[config.mk]
export PLATFORM = sky130hd
export DESIGN_NAME = setsize_icache
export DESIGN_NICKNAME = d
export VERILOG_FILES = /design/src/rtl/setsize_icache_pkg.sv /design/src/rtl/setsize_icache_ctrl.sv /design/src/rtl/setsize_icache_datapath.sv /design/src/rtl/setsize_icache.sv
export SDC_FILE = /design/constraint.sdc
export NUM_CORES = 2
export LEC_CHECK = 0
export BUFFER_PORTS_ARGS = -buffer_cell sky130_fd_sc_hd__buf_2
export CORE_MARGIN = 2
export CORE_UTILIZATION = 36
export CTS_BUF_LIST = sky130_fd_sc_hd__clkbuf_8
export CTS_CLUSTER_SIZE = 8
export DETAILED_ROUTE_END_ITERATION = 8
export SYNTH_ARGS = -nofsm -noshare
export SYNTH_HDL_FRONTEND = slang
export SYNTH_HIERARCHICAL = 1
export SYNTH_SLANG_ARGS = --single-unit
[constraint.sdc]
create_clock -name clk -period 4.8 [get_ports clk]
set_input_delay 0.96 -clock clk [delete_from_list [all_inputs] [get_ports clk]]
set_output_delay 0.96 -clock clk [all_outputs]
set_load 0.03 [all_outputs]
[src/rtl/setsize_icache_pkg.sv]
package setsize_icache_pkg;

  // Width of any index-width value carried between control and datapath.
  localparam int WIDTH_VAL_W = 4;

  // Strobes from control to datapath, one set per cycle.
  typedef struct packed {
    logic                   lookupEn;   // capture a lookup this edge
    logic                   refillEn;   // write one line this edge
    logic                   clearEn;    // shrink: drop sets at/above 2^keepWidth
    logic [WIDTH_VAL_W-1:0] keepWidth;  // width after a shrink
    logic [WIDTH_VAL_W-1:0] curWidth;   // width used for this cycle's indexing
  } icStrobes_t;

endpackage

[src/rtl/setsize_icache_ctrl.sv]
module setsize_icache_ctrl
  import setsize_icache_pkg::*;
#(
  parameter int MIN_IDX_W = 3,
  parameter int MAX_IDX_W = 6,
  parameter int SEL_W     = 2
) (
  input  logic             clk,
  input  logic             rstN,
  input  logic [SEL_W-1:0] sizeSel,
  input  logic             reqValid,
  input  logic             refillValid,
  output icStrobes_t       strobes
);

  localparam logic [WIDTH_VAL_W-1:0] MIN_W = WIDTH_VAL_W'(MIN_IDX_W);
  localparam logic [WIDTH_VAL_W-1:0] MAX_W = WIDTH_VAL_W'(MAX_IDX_W);

  logic [WIDTH_VAL_W-1:0] activeWidth;
  logic [WIDTH_VAL_W-1:0] targetWidth;
  logic                   applyResize;
  logic                   shrinking;

  // Requested width, saturated at the largest allowed value.
  always_comb begin
    targetWidth = MIN_W + WIDTH_VAL_W'(sizeSel);
    if (targetWidth > MAX_W) targetWidth = MAX_W;
  end

  // A resize only lands on an edge where no lookup is being accepted.
  assign applyResize = !reqValid && (targetWidth != activeWidth);
  assign shrinking   = targetWidth < activeWidth;

  always_ff @(posedge clk) begin
    if (!rstN) begin
      activeWidth <= MAX_W;
    end else if (applyResize) begin
      activeWidth <= targetWidth;
    end
  end

  always_comb begin
    strobes.lookupEn  = reqValid;
    strobes.refillEn  = refillValid;
    strobes.clearEn   = applyResize && shrinking;
    strobes.keepWidth = targetWidth;
    strobes.curWidth  = activeWidth;
  end

endmodule

[src/rtl/setsize_icache_datapath.sv]
module setsize_icache_datapath
  import setsize_icache_pkg::*;
#(
  parameter int LADDR_W   = 14,
  parameter int LINE_W    = 32,
  parameter int MIN_IDX_W = 3,
  parameter int MAX_IDX_W = 6
) (
  input  logic               clk,
  input  logic               rstN,
  input  icStrobes_t         strobes,
  input  logic [LADDR_W-1:0] reqLine,
  input  logic [LADDR_W-1:0] refillLine,
  input  logic [LINE_W-1:0]  refillData,
  output logic               rspValid,
  output logic               rspHit,
  output logic [LINE_W-1:0]  rspData,
  output logic               refillReq,
  output logic [LADDR_W-1:0] refillReqLine
);

  localparam int SETS  = 1 << MAX_IDX_W;
  localparam int TAG_W = LADDR_W - MIN_IDX_W;

  // Index of a line under a given width: low bits kept, the rest masked.
  function automatic logic [MAX_IDX_W-1:0] setOf(
    input logic [MAX_IDX_W-1:0]   low,
    input logic [WIDTH_VAL_W-1:0] width
  );
    logic [MAX_IDX_W-1:0] mask;
    for (int i = 0; i < MAX_IDX_W; i++) begin
      mask[i] = (i < int'(width));
    end
    return low & mask;
  endfunction

  logic [SETS-1:0]    lineValid;
  logic [SETS-1:0]    keepMask;
  logic [TAG_W-1:0]   tagArr  [SETS];
  logic [LINE_W-1:0]  dataArr [SETS];

  logic [MAX_IDX_W-1:0] refSet;
  logic [TAG_W-1:0]     refTag;

  logic                 stValid;
  logic [LADDR_W-1:0]   stLine;
  logic [MAX_IDX_W-1:0] stSet;
  logic                 tagMatch;

  // Which sets survive a shrink to keepWidth.
  for (genvar s = 0; s < SETS; s++) begin : g_keep
    assign keepMask[s] = ((32'(s) >> strobes.keepWidth) == 32'd0);
  end

  assign refSet = setOf(refillLine[MAX_IDX_W-1:0], strobes.curWidth);
  assign refTag = refillLine[LADDR_W-1:MIN_IDX_W];

  // Valid bits: a shrink clear wins over a same-edge refill.
  always_ff @(posedge clk) begin
    if (!rstN) begin
      lineValid <= '0;
    end else begin
      for (int s = 0; s < SETS; s++) begin
        if (strobes.clearEn && !keepMask[s]) begin
          lineValid[s] <= 1'b0;
        end else if (strobes.refillEn && (refSet == MAX_IDX_W'(s))) begin
          lineValid[s] <= 1'b1;
        end
      end
    end
  end

  // Tag and data storage, written together by a refill.
  always_ff @(posedge clk) begin
    if (strobes.refillEn) begin
      tagArr[refSet]  <= refTag;
      dataArr[refSet] <= refillData;
    end
  end

  // Lookup stage: index frozen with the width in force at acceptance.
  always_ff @(posedge clk) begin
    if (!rstN) begin
      stValid <= 1'b0;
      stLine  <= '0;
      stSet   <= '0;
    end else begin
      stValid <= strobes.lookupEn;
      if (strobes.lookupEn) begin
        stLine <= reqLine;
        stSet  <= setOf(reqLine[MAX_IDX_W-1:0], strobes.curWidth);
      end
    end
  end

  assign tagMatch      = (tagArr[stSet] == stLine[LADDR_W-1:MIN_IDX_W]);
  assign rspValid      = stValid;
  assign rspHit        = stValid && lineValid[stSet] && tagMatch;
  assign rspData       = dataArr[stSet];
  assign refillReq     = stValid && !rspHit;
  assign refillReqLine = stLine;

endmodule

[src/rtl/setsize_icache.sv]
module setsize_icache
  import setsize_icache_pkg::*;
#(
  parameter  int LADDR_W   = 14,
  parameter  int LINE_W    = 32,
  parameter  int MIN_IDX_W = 3,
  parameter  int MAX_IDX_W = 6,
  localparam int SEL_W     = $clog2(MAX_IDX_W - MIN_IDX_W + 1)
) (
  input  logic               clk,
  input  logic               rstN,
  input  logic [SEL_W-1:0]   sizeSel,
  input  logic               reqValid,
  input  logic [LADDR_W-1:0] reqLine,
  output logic               rspValid,
  output logic               rspHit,
  output logic [LINE_W-1:0]  rspData,
  output logic               refillReq,
  output logic [LADDR_W-1:0] refillReqLine,
  input  logic               refillValid,
  input  logic [LADDR_W-1:0] refillLine,
  input  logic [LINE_W-1:0]  refillData
);

  icStrobes_t strobes;

  setsize_icache_ctrl #(
    .MIN_IDX_W(MIN_IDX_W),
    .MAX_IDX_W(MAX_IDX_W),
    .SEL_W    (SEL_W)
  ) u_ctrl (
    .clk        (clk),
    .rstN       (rstN),
    .sizeSel    (sizeSel),
    .reqValid   (reqValid),
    .refillValid(refillValid),
    .strobes    (strobes)
  );

  setsize_icache_datapath #(
    .LADDR_W  (LADDR_W),
    .LINE_W   (LINE_W),
    .MIN_IDX_W(MIN_IDX_W),
    .MAX_IDX_W(MAX_IDX_W)
  ) u_dp (
    .clk          (clk),
    .rstN         (rstN),
    .strobes      (strobes),
    .reqLine      (reqLine),
    .refillLine   (refillLine),
    .refillData   (refillData),
    .rspValid     (rspValid),
    .rspHit       (rspHit),
    .rspData      (rspData),
    .refillReq    (refillReq),
    .refillReqLine(refillReqLine)
  );

endmodule

==> results.md <==
- Hold Path Class: in -> reg
- Leak: between 40 and 50 nW
- Synth area leader: edfxtp_1
- Ys async rst share: 0
- Worst r2r path cells: 5
- Design area: between 0.1 and 0.15 mm²
- RSZ-0062 raised after global routing: yes
- Reg-to-Reg Start: u_ctrl/activeWidth[1]
- Die area: ~0.31 mm²
- Synth Instances: between 4000 and 5000
- Hold_sp: reqLine[13]
- Vias in the first global route: around 56000
- Number of port buffers: 114
- Area contributors post-synth: edfxtp_1 76%, mux4_2 16%, dfxtp_1 1.7%
- DR pass1 iterations: 5
- Routed wire length: around 340000 µm
- Drt initial violations: 8118
- Hold Path Depth: 3
- Die height: around 560 µm
- WP data arrival: ~4.6 ns
- Core Region: 0.303 mm²
- Setup crit end kind: output port
- CTS tree: yes
- Setup skew after layout: 0.0584 ns
- Row count: 202
- Via count: roughly 57000
- Final Max Tran Viols: 0
- Register area share after synthesis: 0.773
- Area after DPL: around 0.12 mm²
- Total negative slack: -8.23 ns
- Io pins: approximately 120
- Reg2Reg Setup Slack: 1.02 ns
- Final ANT Viol Nets: 0
- Final WS setup: -0.727 ns
- # hold bufs at CTS: 0
- Die Span X: between 500 and 600 µm
- Post-synthesis register bit count: 2846
- First-pass GRT wire length: between 400000 and 500000 µm
- Clk buf depth: 4
- Inst Count DP: between 8000 and 9000
- Fin. Hold Viols: 0
- CP required: roughly 3.8 ns
- Mean Syn Cell Area: between 20 and 25 µm²
- Setup Viol. Count Final: 29
- Yosys top cell area share: 0.756
- Post-synth EDFFs: ~2800
- Startpoint Class: flop
- Drt drc: 0
- Total power: roughly 49 mW
- Fmax: ~180 MHz
- Hold Path Sink: u_dp/refillReqLine[13]
- Status: finished, violations left
- Worst slew margin: 0.210
- # clock sinks: 2846
- Most frequent cells in the layout: 2752 x edfxtp_1, 804 x mux4_2, 454 x clkbuf_8, 197 x inv_1, 179 x buf_4
- RR Endpoint: u_dp/dataArr[50][8]
- Max Cap Violations: 0
- Most common cell after layout, fill and taps aside: edfxtp_1
- DP Wirelength: 170000 µm
- Min Hold Slack: around 0.24 ns
- Clock transition at path regs: 0.06 ns
- Worst Path Max Fanout: 24
- Root buf cell: clkbuf_8
- Slew of the pin with the lowest slew margin: ~1.2 ns
- Critical Setup Path Class: reg -> out
- Area Growth Syn to Fin: 17.8%
- Setup WS pre-CTS: -0.617 ns
- Share of cells above drive strength 1: 0.342
- Yosys cell types: 72
- Largest net degree at the start of global routing: 76
- GRT Total Usage: 0.212
- Non-Filler Instances: approximately 10000
- Initial core utilization: 0.362
- Final Wtd Congestion: slightly above 0.8
- Clk_lat worst skew: between 1 and 1.5 ns
- Cts bufs inserted: between 400 and 500
- Post-layout util: 0.426
- H-Tree Level Count: 5
- Min Tclk post-route: around 5.5 ns
- Area of the mapped netlist: approximately 0.11 mm²
- Initial antenna violation count: 28
- Grt ovf: 0
- Routed wire per std cell: between 30 and 40 µm
- Period utilization: 1.15
- Power density over cell area: 379 mW/mm²
- Fillcell total: between 20000 and 30000
- Drt via density: roughly 5.8
- Failing checks: setup timing
- Top_reg_cell synth: edfxtp_1
- Number of nets in the layout: 5539
- Warnings from Yosys: 6
- VDD IR-drop max: 0.249 mV
-- report_power, final --
| group | switching [mW] | internal, mW |
|---|---|---|
| clock network | 9.28 | 8.74 |
| logic | 1.91 | 1.47 |
| registers | 0.0737 | 27.4 |
-- worst max-delay path: stages, from the launching register on --
cell,delay [ns]
dfxtp_4,0.54
buf_4,0.26
buf_4,0.58
nand4_1,0.28
a32oi_2,0.33
buf_4,0.17
a2111oi_2,0.05
buf_4,0.17
xnor2_1,0.15
nand4_1,0.15
buf_4,0.17
nor4_4,0.38
buf_4,0.20
buf_6,0.12
-- metal layers --
| layer | vias up | wire length [µm] | track usage | share of wire |
|---|---|---|---|---|
| met5 | - | 131 | 0 | 0.00039 |
| met4 | 20 | 10300 | 0.0666 | 0.031 |
| met3 | 637 | 37600 | 0.0567 | 0.11 |
| met2 | 3577 | 157000 | 0.329 | 0.47 |
| met1 | 30900 | 131000 | 0.292 | 0.39 |
| li1 | 21700 | - | - | - |
-- state kept, by name, summed over array words and instances, names as in the netlist, named ones only --
| register | cells |
|---|---|
| u_ctrl/activeWidth | 3 |
| u_dp/dataArr | 2048 |
| u_dp/lineValid | 64 |
| u_dp/refillReqLine | 14 |
| u_dp/rspValid | 1 |
| u_dp/stSet | 6 |
| u_dp/tagArr | 704 |
-- worst max path at each step --
stage / slack [ns] / end / depth (start not counted) / start
finish: -0.73 / rspHit / 13 / flop
global route: -0.87 / rspHit / 15 / flop
CTS: -0.68 / rspHit / 15 / flop
detailed placement: -0.62 / rspHit / 11 / flop
global placement: -0.66 / rspHit / 11 / flop
floorplan: 0.44 / rspHit / 12 / flop
-- logic make-up (layout without fill, tap and decap cells) --
kind of cell | Yosys count | after routing | synth area share
adder cells (fa/ha/maj) | 16 | 16 | 0.00183
AO/OA/AOI/OAI | 239 | 239 | 0.0150
AND/OR/NAND/NOR | 394 | 394 | 0.0165
buffers and inverters | 264 | 1285 | 0.0117
flip-flops | 2846 | 2846 | 0.773
XOR/XNOR | 11 | 11 | 0.000881
multiplexers | 962 | 962 | 0.181
other | 1 | 10 | 0.0000343
-- final cells by class --
| cell class | count | area [µm²] | share of cell area |
|---|---|---|---|
| diodes | 8 | 20.0 | 0.000155 |
| clock inverters | 290 | 1270 | 0.00986 |
| clock buffers | 454 | 6250 | 0.0485 |
| inverters | 17 | 66.3 | 0.000515 |
| repair buffers | 524 | 7280 | 0.0565 |
| flip-flops and latches | 2846 | 84500 | 0.656 |
| multi-input cells | 1624 | 24400 | 0.190 |
| well taps | 3978 | 4980 | 0.0386 |
-- timing repair --
action	CTS	global route
endpoints found under the setup margin	34	34
cloned	51	23
resized for setup	266	55
pin swaps	14	3
setup buffers	51	33
-- cell usage after synthesis (4+ instances only) --
library cell and number:
nor3_1 21, mux2_2 17, buf_1 47, mux4_1 11, o21a_1 24, a21boi_0 11, inv_1 14, a21oi_1 52
a221oi_1 4, mux4_2 799, a211oi_1 11, a31oi_1 11, mux2i_1 135, xor2_1 4, xnor2_1 7, and2_1 10
buf_6 10, nand4_1 13, nor2b_1 28, nand3_1 25, o221a_2 5, ha_1 16, nand2_1 107, or2_2 5
o21ai_0 37, clkbuf_1 74, o211a_1 5, nor2_1 144, buf_4 27, o31ai_1 4, or3_1 4, o211ai_1 5
buf_2 89, dfxtp_1 94, a22oi_1 31, edfxtp_1 2752, nand2b_1 20, o22ai_1 9
Note: power is estimated with default switching activity, not from simulation.
